<file path="src/rtl/nirq_pkg.sv">
package nirq_pkg;
    typedef enum logic [0:0] {
        ST_IDLE  = 1'b0,
        ST_RAISE = 1'b1
    } irq_state_e;

    localparam logic [1:0] ADDR_CAUSE = 2'd0;
    localparam logic [1:0] ADDR_MASK  = 2'd1;
    localparam logic [1:0] ADDR_LEVEL = 2'd2;
    localparam logic [1:0] ADDR_EOS   = 2'd3;
endpackage

</file>
<file path="src/rtl/nirq_sync.sv">
module nirq_sync #(
    parameter int N = 8
) (
    input  logic         clk,
    input  logic         rst_n,
    input  logic [N-1:0] req_async,
    output logic [N-1:0] rise
);
    for (genvar g = 0; g < N; g++) begin : g_src
        logic [2:0] sh;
        always_ff @(posedge clk) begin
            if (!rst_n) sh <= '0;
            else        sh <= {sh[1:0], req_async[g]};
        end
        assign rise[g] = sh[1] & ~sh[2];
    end
endmodule

</file>
<file path="src/rtl/nirq_resolve.sv">
module nirq_resolve #(
    parameter int N   = 8,
    parameter int PW  = 2,
    parameter int IDW = 3
) (
    input  logic [N-1:0]    cand,
    input  logic [N*PW-1:0] lvl_flat,
    output logic            found,
    output logic [IDW-1:0]  win_idx,
    output logic [PW-1:0]   win_lvl
);
    // Strict compare keeps the earliest index on ties and skips level 0.
    always_comb begin
        win_idx = '0;
        win_lvl = '0;
        for (int i = 0; i < N; i++) begin
            if (cand[i] && (lvl_flat[i*PW +: PW] > win_lvl)) begin
                win_lvl = lvl_flat[i*PW +: PW];
                win_idx = IDW'(i);
            end
        end
        found = (win_lvl != '0);
    end
endmodule

</file>
<file path="src/rtl/nirq_stack.sv">
module nirq_stack #(
    parameter int PW    = 2,
    parameter int DEPTH = 4
) (
    input  logic          clk,
    input  logic          rst_n,
    input  logic          push,
    input  logic [PW-1:0] push_lvl,
    input  logic          pop,
    output logic [PW-1:0] top_lvl
);
    localparam int SPW = $clog2(DEPTH + 1);
    localparam int IW  = $clog2(DEPTH);

    logic [PW-1:0]  mem [DEPTH];
    logic [SPW-1:0] sp;
    logic           do_pop;

    assign do_pop = pop && (sp != '0);

    always_ff @(posedge clk) begin
        if (!rst_n) begin
            sp <= '0;
        end else if (push && !do_pop) begin
            sp <= sp + 1'b1;
        end else if (!push && do_pop) begin
            sp <= sp - 1'b1;
        end
    end

    always_ff @(posedge clk) begin
        if (push) begin
            if (do_pop) mem[IW'(sp - 1'b1)] <= push_lvl;
            else        mem[IW'(sp)]        <= push_lvl;
        end
    end

    assign top_lvl = (sp == '0) ? '0 : mem[IW'(sp - 1'b1)];

    AST_STACK_NO_OVERFLOW: assert property (@(posedge clk) disable iff (!rst_n)
        (push && !do_pop) |-> (sp < SPW'(DEPTH))) else $error("stack overflow");
    AST_PUSH_BECOMES_TOP: assert property (@(posedge clk) disable iff (!rst_n)
        push |=> (top_lvl == $past(push_lvl))) else $error("push lost");
endmodule

</file>
<file path="src/rtl/nest_irq_ctrl.sv">
module nest_irq_ctrl
    import nirq_pkg::*;
#(
    parameter int N_SRC = 8,
    parameter int PW    = 2,
    localparam int IDW   = $clog2(N_SRC),
    localparam int DEPTH = 1 << PW,
    localparam int RW    = N_SRC * PW
) (
    input  logic             clk,
    input  logic             rst_n,
    input  logic [N_SRC-1:0] req_async,
    input  logic             wr_en,
    input  logic [1:0]       wr_addr,
    input  logic [RW-1:0]    wr_data,
    input  logic [1:0]       rd_addr,
    output logic [RW-1:0]    rd_data,
    output logic             irq,
    output logic [IDW-1:0]   irq_vec,
    input  logic             irq_ack
);
    logic [N_SRC-1:0] rise, pend, mask, cand, clr;
    logic [RW-1:0]    lvl_cfg;
    logic             found, eligible, take, pop;
    logic [IDW-1:0]   win_idx, vec_q;
    logic [PW-1:0]    win_lvl, lvl_q, top_lvl;
    irq_state_e       state, state_nx;

    nirq_sync #(.N(N_SRC)) u_sync (
        .clk(clk), .rst_n(rst_n), .req_async(req_async), .rise(rise)
    );

    assign cand = pend & ~mask;

    nirq_resolve #(.N(N_SRC), .PW(PW), .IDW(IDW)) u_resolve (
        .cand(cand), .lvl_flat(lvl_cfg), .found(found),
        .win_idx(win_idx), .win_lvl(win_lvl)
    );

    assign take = irq_ack && (state == ST_RAISE);
    assign pop  = wr_en && (wr_addr == ADDR_EOS);

    nirq_stack #(.PW(PW), .DEPTH(DEPTH)) u_stack (
        .clk(clk), .rst_n(rst_n), .push(take), .push_lvl(lvl_q),
        .pop(pop), .top_lvl(top_lvl)
    );

    assign eligible = found && (win_lvl > top_lvl);

    // Pending, mask and level registers.
    always_comb begin
        clr = '0;
        if (wr_en && (wr_addr == ADDR_CAUSE)) clr = wr_data[N_SRC-1:0];
        if (take) clr = clr | (N_SRC'(1) << vec_q);
    end

    always_ff @(posedge clk) begin
        if (!rst_n) begin
            pend    <= '0;
            mask    <= '1;
            lvl_cfg <= '0;
        end else begin
            pend <= (pend & ~clr) | rise;
            if (wr_en && (wr_addr == ADDR_MASK))  mask    <= wr_data[N_SRC-1:0];
            if (wr_en && (wr_addr == ADDR_LEVEL)) lvl_cfg <= wr_data;
        end
    end

    // State register.
    always_ff @(posedge clk) begin
        if (!rst_n) state <= ST_IDLE;
        else        state <= state_nx;
    end

    always_comb begin
        state_nx = state;
        unique case (state)
            ST_IDLE:  if (eligible) state_nx = ST_RAISE;          // IDLE_TO_RAISE
            ST_RAISE: if (take || !eligible) state_nx = ST_IDLE;  // RAISE_TO_IDLE
        endcase
    end

    // Output process: vector and level follow the winner while raised.
    always_ff @(posedge clk) begin
        if (!rst_n) begin
            vec_q <= '0;
            lvl_q <= '0;
        end else if (state_nx == ST_RAISE) begin
            vec_q <= win_idx;
            lvl_q <= win_lvl;
        end
    end

    assign irq     = (state == ST_RAISE);
    assign irq_vec = vec_q;

    always_comb begin
        case (rd_addr)
            ADDR_CAUSE: rd_data = RW'(pend);
            ADDR_MASK:  rd_data = RW'(mask);
            ADDR_LEVEL: rd_data = lvl_cfg;
            default:    rd_data = RW'(top_lvl);
        endcase
    end

    AST_IRQ_ABOVE_SERVICE: assert property (@(posedge clk) disable iff (!rst_n)
        irq |-> (lvl_q > top_lvl)) else $error("irq at or below service level");
    AST_TAKE_CLEARS_SRC: assert property (@(posedge clk) disable iff (!rst_n)
        (take && !rise[vec_q]) |=> !pend[$past(vec_q)]) else $error("ack left pending");
    AST_W1C_CLEARS: assert property (@(posedge clk) disable iff (!rst_n)
        (wr_en && wr_addr == ADDR_CAUSE) |=>
        ((pend & $past(wr_data[N_SRC-1:0]) & ~$past(rise)) == '0)) else $error("w1c failed");
    AST_WINNER_IS_CAND: assert property (@(posedge clk) disable iff (!rst_n)
        found |-> cand[win_idx]) else $error("winner not candidate");
endmodule

</file>
<file path="config.mk">
export PLATFORM = sky130hd
export DESIGN_NAME = nest_irq_ctrl
export DESIGN_NICKNAME = d
export VERILOG_FILES = /design/src/rtl/nirq_pkg.sv /design/src/rtl/nirq_sync.sv /design/src/rtl/nirq_resolve.sv /design/src/rtl/nirq_stack.sv /design/src/rtl/nest_irq_ctrl.sv
export SDC_FILE = /design/constraint.sdc
export NUM_CORES = 1
export LEC_CHECK = 0
export BUFFER_PORTS_ARGS = -buffer_cell sky130_fd_sc_hd__buf_2
export CAP_MARGIN = 10
export CORE_MARGIN = 4
export CORE_UTILIZATION = 40
export CTS_CLUSTER_DIAMETER = 200
export DETAILED_ROUTE_END_ITERATION = 10
export MAX_ROUTING_LAYER = met4
export PLACE_DENSITY = 0.65
export REMOVE_ABC_BUFFERS = 1
export SKIP_CTS_REPAIR_TIMING = 1
export SLEW_MARGIN = 20
export SYNTH_ARGS = -nofsm -noshare
export SYNTH_HDL_FRONTEND = slang
export SYNTH_SLANG_ARGS = --single-unit
</file>
<file path="constraint.sdc">
create_clock -name clk -period 26.5 [get_ports clk]
set_input_delay 5.3 -clock clk [delete_from_list [all_inputs] [get_ports clk]]
set_output_delay 5.3 -clock clk [all_outputs]
set_load 0.01 [all_outputs]
</file>
==> impl_metrics.env, run 1 <==
export IMPL_seqPwrFrac=0.516
export IMPL_coreArea_um2=9150
export IMPL_portBuffers=51
export IMPL_route_detailed_drc=0
export IMPL_die_width_um=105
export IMPL_fin_area_um2=4280
export IMPL_avgSynthCellArea_um2=8.71
export IMPL_async_reset_ff_frac=0
export IMPL_p_comb_frac=0.073
export IMPL_dpl_cell_area_um2=4070
export IMPL_cts_root_buf="clkbuf_8"
export IMPL_initial_core_util=0.408
export IMPL_dieHeight_um=105
export IMPL_cp_max_fo=14
export IMPL_place_congestion=0.846
export IMPL_final_cells=591
export IMPL_min_period_ns=12.00
export IMPL_cts_buffer_depth=2
export IMPL_period_share=0.453
export IMPL_r2r_worst_path_cells=45
export IMPL_postRouteAntennaNets=0
export IMPL_cp_top_family="simple AND/OR/NAND/NOR gates"
export IMPL_worst_path_max_delay_cell="nor2b_1"
export IMPL_drt_total_wl_um=8690
export IMPL_grt_pass1_vias=3011
export IMPL_num_vias=3117
export IMPL_dr_pass1_iters=4
export IMPL_n_antenna_cell=0
export IMPL_dieArea_um2=11000
export IMPL_crit_path_start_kind="input port"
export IMPL_cp_num_buf_inv=2
export IMPL_slowest_delay_ns=0.76
export IMPL_synth_area_top_cells="dfxtp_1 (35%), nand2_1 (7.8%), edfxtp_1 (6.4%), ha_1 (5.4%), and2_1 (5.2%)"
export IMPL_cts_tree="built"
export IMPL_hold_path_end="u_sync.g_src[0].sh[2]"
export IMPL_worstHoldPathCells=2
export IMPL_grt_busiest_layer="met2"
export IMPL_drt_initial_drc_count=128
export IMPL_grt_use_total=0.169
export IMPL_critical_path_class="input port to output port"
export IMPL_rsz0062_at_grt="false"
export IMPL_tns_ns=0
export IMPL_cts_buffers=9
export IMPL_place_inst=575
export IMPL_area_growth_pct=14.6
export IMPL_power_internal_uw=167
export IMPL_r2r_end="irq_vec[1]"
export IMPL_maxSlewViolCount=0
export IMPL_crit_path_frequent_cell="buf_2"
export IMPL_switching_share=0.262
export IMPL_netlist_area_leader_share=0.348
export IMPL_power_frac_clock=0.410
export IMPL_layout_area_seq_um2=1540
export IMPL_fin_worst_skew_ns=0.00756
export IMPL_reg2reg_slack_ns=15.73
export IMPL_routed_via_density=5.27
export IMPL_hold_ws_ns=0.425
export IMPL_clock_fmax_mhz=83.3
export IMPL_crit_chain="buf_2 > nor2b_1 > nand2_1 > o21ai_0 > buf_2"
export IMPL_fin_nets=523
export IMPL_routedWlPerCell_um=14.7
export IMPL_ys_flop_type="dfxtp_1"
export IMPL_vdd_ir_drop_max_uv=35.5
export IMPL_met3_usage=0.0432
export IMPL_grt_pass1_wl_um=14500
export IMPL_synthCells=429
export IMPL_cap_violations=0
export IMPL_worstSetupEndpointType="output port"
export IMPL_startpoint="rd_addr[1]"
export IMPL_fill_cells=902
export IMPL_max_slew_margin=0.383
export IMPL_ys_warn_count=0
export IMPL_clk_pin_slew_ns=0.09
export IMPL_num_rows=35
export IMPL_min_from="u_sync.g_src[0].sh[1]"
export IMPL_outcome="finished clean"
export IMPL_synth_seq_cells=73
export IMPL_hold_path_class="register to register"
export IMPL_worst_slew_pin_transition_ns=0.924
export IMPL_hpwl_um=6540
export IMPL_synth_top_area_cell="dfxtp_1"
export IMPL_cts_sinks=73
export IMPL_antenna_found_initial=0
export IMPL_cellPowerDensity_nw_per_um2=53.0
export IMPL_syn_area_um2=3740
export IMPL_io_pins=52
export IMPL_final_core_util=0.468
export IMPL_cts_htree_levels=3
export IMPL_hold_violations=0
export IMPL_setup_violations_final=0
export IMPL_met1_usage=0.219
export IMPL_synth_seq_area_share=0.413
export IMPL_multiInputGateArea_um2=2020
export IMPL_cp_arrival_ns=6.70
export IMPL_yosysUniqueCellTypes=66
export IMPL_drive_above_1_share=0.198
export IMPL_p_leak_nw=1.80
export IMPL_r2r_start="mask[0]"
export IMPL_gr_total_overflow=0
export IMPL_required_ns=21.20
export IMPL_p_sw_uw=59.4
export IMPL_clkLatencyLatePin_ns=0.35
export IMPL_synth_edff_count=8
export IMPL_grt_max_degree=47
export IMPL_use_met2=0.266
tightest hold or removal path, stage by stage, from the launching register on:
cell     delay, ns
dfxtp_1       0.31
nand2_1       0.05
inv_1         0.05
worst max path at each step:
stage | to | slack (ns) | cells after the start
after global placement | rd_data[7] | 14.45 | 5
after detailed placement | rd_data[7] | 14.41 | 5
final | rd_data[6] | 14.50 | 5
after floorplan | rd_data[10] | 15.23 | 2
after global routing | rd_data[7] | 14.30 | 5
after CTS | rd_data[7] | 14.41 | 5
kinds of logic after synthesis:
| logic type | Yosys count | synth area share |
|---|---|---|
| simple gates | 184 | 0.247 |
| mux | 15 | 0.0479 |
| fa+ha+maj | 16 | 0.0536 |
| buf+inv | 46 | 0.0462 |
| flops | 73 | 0.413 |
| xor+xnor | 1 | 0.00234 |
| compound gates | 94 | 0.190 |
registers in the layout, summed over array words and instances, names as in the netlist:
register / count
u_sync.g_src.sh: 24
lvl_cfg: 16
mask: 8
pend: 8
u_stack.mem: 8
irq_vec: 3
u_stack.sp: 3
lvl_q: 2
irq: 1
cell type report:
cell class              count  share of cell area
well taps                 111              0.0324
repair buffers             52              0.0613
multi-input cells         310               0.472
clock buffers               9              0.0289
inverters                  29              0.0254
flip-flops and latches     73               0.360
clock inverters             7              0.0199
metrics by stage:
stage	worst slack, ns	power (mW)
after floorplan	15.23	0.128
after global placement	14.45	0.136
after detailed placement	14.41	0.136
after CTS	14.41	0.229
after global routing	14.30	0.236
final	14.50	0.227
placed cells by master (no fill, tap or decap), drive strengths merged, types with 6 or more instances in the layout:
| master | synthesis | routed |
|---|---|---|
| nor3 | 10 | 10 |
| clkbuf | 17 | 9 |
| inv | 29 | 34 |
| buf | 0 | 52 |
| nor2b | 6 | 6 |
| and2 | 33 | 33 |
| mux2i | 10 | 10 |
| dfxtp | 65 | 65 |
| a21oi | 30 | 30 |
| ha | 16 | 16 |
| nor2 | 20 | 20 |
| o21ai | 18 | 18 |
| nand2 | 78 | 78 |
| nand3 | 11 | 11 |
| edfxtp | 8 | 8 |
power groups by stage:
| stage | clock network, mW | logic (mW) | registers, mW |
|---|---|---|---|
| floorplan | 0 | 0.00908 | 0.119 |
| global placement | 0 | 0.0163 | 0.120 |
| detailed placement | 0 | 0.0167 | 0.120 |
| CTS | 0.0952 | 0.0168 | 0.117 |
| global route | 0.0994 | 0.0190 | 0.118 |
| finish | 0.0931 | 0.0166 | 0.117 |
per-layer routing:
metal / up-vias / part of all wire
li1: 1590 / -
met1: 1447 / 0.47
met2: 73 / 0.46
met3: 7 / 0.059
met4: 0 / 0.0090
met5: - / 0
synthesized netlist by cell type, types with 2 or more instances:
library cell / number
nand2b_1: 3
a21oi_1: 29
a21o_1: 3
a31oi_1: 2
nand3b_1: 2
nand2b_4: 2
and3_1: 3
nor2b_1: 6
o21ai_0: 17
and3b_1: 2
mux2_2: 3
nor3b_1: 3
o2111ai_1: 3
o311ai_0: 2
a32o_1: 2
nand2_1: 78
a2111oi_0: 2
a32oi_1: 3
mux2i_1: 10
o21a_1: 3
ha_1: 16
inv_1: 28
o221a_1: 2
nor2_1: 20
dfxtp_1: 65
clkbuf_1: 17
edfxtp_1: 8
nor3_1: 9
a211oi_1: 2
or2_2: 4
mux4_2: 2
nand3_1: 11
a31o_2: 3
nand4_1: 2
and2_1: 31
Note: power is estimated with default switching activity, not from simulation.
==> run 2: changes to the inputs <==
ABC_AREA = 1   (was not set)
clock period = 12.5 ns   (was 26.5 ns; I/O delays follow)
==> run 2 against run 1 <==
Effect of this change:
- cell count up 9.0%
- register-to-register slack got worse by 12 ns
- sequential share of layout area rose by 1.5 points
- die area shrank 4.5%
- worst setup slack worse by 10 ns
- non-clock buffer count is the same
- power up 110%
- sequential power rose by 110%
- synthesized cell count up 12%
- critical path type is now register to register
- critical endpoint is now irq_vec[2]
- largest cell class unchanged
- highest routed layer unchanged
==> impl_metrics.env, run 2 <==
export IMPL_num_rows=34
export IMPL_maxSlewViolCount=0
export IMPL_largest_reg_flops=24
export IMPL_grt_max_degree=62
export IMPL_ys_warn_count=0
export IMPL_crit_path_frequent_cell="nand2_1"
export IMPL_hpwl_um=6260
export IMPL_cp_arrival_ns=8.63
export IMPL_pre_cts_ws_ns=4.26
export IMPL_routed_via_density=4.97
export IMPL_netlist_area_leader_share=0.366
export IMPL_min_period_ns=8.35
export IMPL_outcome="finished clean"
export IMPL_avgSynthCellArea_um2=7.41
export IMPL_synth_seq_cells=73
export IMPL_synth_most_common_cell="nand2_1"
export IMPL_hold_ws_ns=0.409
export IMPL_initial_core_util=0.410
export IMPL_slowest_delay_ns=0.40
export IMPL_synth_edff_count=8
export IMPL_clkLatencyLatePin_ns=0.35
export IMPL_area_growth_pct=15.6
export IMPL_antenna_found_initial=0
export IMPL_n_antenna_cell=0
export IMPL_place_congestion=0.871
export IMPL_clock_fmax_mhz=120
export IMPL_most_common_layout_cells="nand2_1 (103), inv_1 (77), dfxtp_1 (65)"
export IMPL_die_width_um=102
export IMPL_num_vias=3200
export IMPL_crit_path_start_kind="register"
export IMPL_timing_final_ws_setup_ns=4.15
export IMPL_postRouteAntennaNets=0
export IMPL_critical_path_class="register to register"
export IMPL_grt_pass1_vias=2906
export IMPL_drt_initial_drc_count=168
export IMPL_synthCells=480
export IMPL_clk_pin_slew_ns=0.09
export IMPL_cp_num_buf_inv=3
export IMPL_cellPowerDensity_nw_per_um2=118
export IMPL_hold_path_class="register to register"
export IMPL_dieHeight_um=102
export IMPL_worst_slew_pin_transition_ns=1.02
export IMPL_worstSetupEndpointType="register"
export IMPL_yosysUniqueCellTypes=30
export IMPL_async_reset_ff_frac=0
export IMPL_syn_area_um2=3560
export IMPL_cts_sinks=73
export IMPL_cts_htree_levels=3
export IMPL_coreArea_um2=8680
export IMPL_drt_total_wl_um=8290
export IMPL_rsz0062_at_grt="false"
export IMPL_dr_pass1_iters=4
export IMPL_cts_buffers=9
export IMPL_synth_area_top_cells="dfxtp_1 (37%), nand2_1 (11%), inv_1 (8.1%), edfxtp_1 (6.8%), ha_1 (5.6%)"
export IMPL_grt_use_total=0.174
export IMPL_portBuffers=51
export IMPL_cts_root_buf="clkbuf_8"
export IMPL_route_detailed_drc=0
export IMPL_vdd_ir_drop_max_uv=75.9
export IMPL_cts_tree="built"
export IMPL_p_total_uw=484
export IMPL_reg_top3="u_sync.g_src.sh x24, lvl_cfg x16"
export IMPL_cp_top_family="simple AND/OR/NAND/NOR gates"
export IMPL_required_ns=12.79
export IMPL_fin_nets=579
export IMPL_synth_seq_area_share=0.433
export IMPL_hold_violations=0
export IMPL_layout_commonest_cell="nand2_1"
export IMPL_gr_total_overflow=0
export IMPL_io_pins=52
export IMPL_fin_worst_skew_ns=0.00724
export IMPL_setup_violations_final=0
export IMPL_routedWlPerCell_um=12.9
export IMPL_max_slew_margin=0.322
export IMPL_dieArea_um2=10500
export IMPL_synthTopCellsByCount="nand2_1 (103), inv_1 (77), dfxtp_1 (65), nand3_1 (37), nor2_1 (37)"
export IMPL_cts_buffer_depth=2
export IMPL_worst_path_max_delay_cell="a211oi_1"
export IMPL_tns_ns=0
export IMPL_synth_top_area_cell="dfxtp_1"
export IMPL_period_share=0.668
export IMPL_cp_max_fo=5
export IMPL_ys_flop_type="dfxtp_1"
export IMPL_drive_above_1_share=0.172
export IMPL_p_leak_nw=2.03
export IMPL_largest_register="u_sync.g_src.sh"
export IMPL_cap_violations=0
export IMPL_grt_pass1_wl_um=13600
==> run 2: through the flow <==
step | area, um^2 | cells | utilization
after floorplan | 3510 | 468 | -
after global placement | 3910 | 628 | 0.450
after detailed placement | 3910 | 628 | 0.450
after CTS | 4110 | 644 | 0.474
after global routing | 4110 | 644 | 0.474
final | 4110 | 644 | 0.474
==> run 2: worst paths after layout <==
| path | from | end | slack, ns | cells after the start |
|---|---|---|---|---|
| max reg2reg | pend[0] | irq_vec[2] | 4.15 | 55 |
| min | u_sync.g_src[7].sh[2] | pend[7] | 0.41 | 1 |
| min reg2reg | u_sync.g_src[7].sh[2] | pend[7] | 0.41 | 1 |
| max | pend[0] | irq_vec[2] | 4.15 | 55 |
==> run 2: layout make-up <==
type / count / area, um^2
fill: 866 / 4570
multi-input combinational: 315 / 1670
sequential: 73 / 1540
inverter: 80 / 300
timing repair buffer: 52 / 263
tap: 108 / 135
clock buffer: 9 / 124
clock inverter: 7 / 80.1
==> run 2: cell families (layout without fill, tap and decap cells) <==
logic type,after synthesis,count (layout),share of synthesized area
xor gates and xnor gates,1,1,0.00246
adders and majority gates,16,16,0.0563
and+or+nand+nor,213,213,0.270
AOI/OAI and AO/OA,85,85,0.141
DFF,73,73,0.433
buffers and inverters,92,148,0.0975
==> run 2: layer usage <==
layer,share of wire,up-vias,global-route usage
met1,0.45,1429,0.211
li1,-,1674,-
met3,0.065,12,0.0423
met5,0,-,-
met2,0.46,85,0.276
met4,0.018,0,0.0716
==> run 2: where the power goes <==
part           internal [mW]  switching (mW)  total, mW  leakage [nW]
Combinational         0.0148          0.0266     0.0414          1.30
Clock                 0.0959          0.0981      0.194         0.106
Sequential             0.244         0.00397      0.248         0.625
==> run 3: changes to the inputs <==
PLACE_DENSITY = 0.68   (was 0.65)
clock period = 6.9 ns   (was 12.5 ns; I/O delays follow)
==> run 3 against run 2 <==
Effect of this change:
- the flow now finishes with violations (negative setup slack)
- non-clock buffer count rose by 35
- power rose by 86%
- maximum frequency rose by 19%
- highest routed layer unchanged
==> impl_metrics.env, run 3 (synthesis results as in run 2) <==
export IMPL_coreArea_um2=8680
export IMPL_most_common_layout_cells="nand2_1 (89), inv_1 (73), dfxtp_1 (63)"
export IMPL_gr_total_overflow=0
export IMPL_min_period_ns=7.04
export IMPL_dr_pass1_iters=4
export IMPL_rsz0062_at_grt="true"
export IMPL_cts_tree="built"
export IMPL_routed_via_density=5.00
export IMPL_cts_buffer_depth=2
export IMPL_reg_top3="u_sync.g_src.sh x24, lvl_cfg x16"
export IMPL_num_vias=3397
export IMPL_setup_violations_final=6
export IMPL_grt_max_degree=62
export IMPL_drt_initial_drc_count=249
export IMPL_worstSetupEndpointType="register"
export IMPL_clk_pin_slew_ns=0.08
export IMPL_io_pins=52
export IMPL_worst_path_max_delay_cell="dfxtp_2"
export IMPL_drt_total_wl_um=9120
export IMPL_hold_violations=0
export IMPL_portBuffers=51
export IMPL_antenna_found_initial=0
export IMPL_crit_path_start_kind="register"
export IMPL_slowest_delay_ns=0.32
export IMPL_vdd_ir_drop_max_uv=124
export IMPL_final_core_util=0.535
export IMPL_worst_slew_pin_transition_ns=1.06
export IMPL_fill_cells=837
export IMPL_fin_worst_skew_ns=0.0110
export IMPL_pre_cts_ws_ns=-0.778
export IMPL_num_rows=34
export IMPL_grt_pass1_wl_um=13800
export IMPL_die_width_um=102
export IMPL_cts_sinks=73
export IMPL_layout_area_seq_um2=1540
export IMPL_grt_use_total=0.174
export IMPL_critical_path_class="register to register"
export IMPL_p_leak_nw=2.27
export IMPL_violations="negative setup slack"
export IMPL_route_detailed_drc=0
export IMPL_hpwl_um=6380
export IMPL_crit_path_frequent_cell="nand2_2"
export IMPL_cellPowerDensity_nw_per_um2=193
export IMPL_postRouteAntennaNets=0
export IMPL_drive_above_1_share=0.303
export IMPL_cts_htree_levels=3
export IMPL_cts_root_buf="clkbuf_8"
export IMPL_clock_fmax_mhz=142
export IMPL_area_growth_pct=30.5
export IMPL_routedWlPerCell_um=13.4
export IMPL_maxSlewViolCount=0
export IMPL_fin_nets=614
export IMPL_p_total_uw=898
export IMPL_cp_max_fo=5
export IMPL_initial_core_util=0.410
export IMPL_n_antenna_cell=0
export IMPL_multiInputGateArea_um2=1930
export IMPL_cp_arrival_ns=7.32
export IMPL_required_ns=7.18
export IMPL_period_share=1.02
export IMPL_cap_violations=0
export IMPL_layout_commonest_cell="nand2_1"
export IMPL_largest_register="u_sync.g_src.sh"
export IMPL_max_slew_margin=0.294
export IMPL_outcome="finished with violations"
export IMPL_timing_final_ws_setup_ns=-0.138
export IMPL_dieArea_um2=10500
export IMPL_cts_buffers=9
export IMPL_dieHeight_um=102
export IMPL_largest_reg_flops=24
export IMPL_clkLatencyLatePin_ns=0.35
export IMPL_grt_pass1_vias=2945
export IMPL_place_congestion=0.917
export IMPL_hold_path_class="register to register"
## run 3: changes by cell type in the layout (fill, tap and decap cells not counted), moves of 4 or more
cell and delta:
buf_4 +35, inv_2 +4, nor2_1 -6, nor2_2 +5, ha_4 +5, inv_1 -4, nand2_4 +6, nand2_1 -14
nand3_2 +7, nand2_2 +8, nand3_1 -9, ha_1 -5
## run 3: final cells by class
| type | instances | area share |
|---|---|---|
| multi-input combinational | 315 | 0.416 |
| sequential | 73 | 0.333 |
| timing repair buffer | 87 | 0.113 |
| inverter | 80 | 0.0647 |
| tap | 108 | 0.0291 |
| clock buffer | 9 | 0.0267 |
| clock inverter | 7 | 0.0178 |
## run 3: layer usage
metal / global-route usage / share of wire / up-vias
met1: 0.222 / 0.45 / 1569
met3: 0.0410 / 0.055 / 8
li1: - / - / 1744
met2: 0.271 / 0.49 / 76
met5: - / 0 / -
met4: 0.0575 / 0.011 / 0
## run 3: worst paths after layout
kind                                    to  depth (start not counted)  slack [ns]             startpoint
worst max register to register  irq_vec[1]                         60       -0.14                mask[0]
worst min-delay path               pend[0]                          1        0.41  u_sync.g_src[0].sh[2]
worst min register to register     pend[0]                          1        0.41  u_sync.g_src[0].sh[2]
worst max-delay path            irq_vec[1]                         60       -0.14                mask[0]
## run 3: critical path, delay by kind of cell, from the launching register on
| family | cells | cell delay, ns |
|---|---|---|
| AO/OA/AOI/OAI | 7 | 0.84 |
| adder cells (fa/ha/maj) | 8 | 1.93 |
| buffers and inverters | 6 | 0.44 |
| flip-flops | 1 | 0.32 |
| AND/OR/NAND/NOR | 39 | 3.39 |
## run 3: power breakdown
part | switching [mW] | internal, mW
clock | 0.182 | 0.174
combinational | 0.0549 | 0.0362
sequential | 0.00766 | 0.443
total | 0.244 | 0.654
## run 3: metrics by stage
step	TNS (ns)	cell area (um^2)	hold slack, ns	instances
CTS	-4.45	4290	0.417	667
finish	-0.600	4640	0.409	679
global placement	-2.30	4080	0.392	651
global route	-3.05	4640	0.427	679
detailed placement	-4.32	4080	0.397	651
floorplan	-2.85	3510	0.390	468
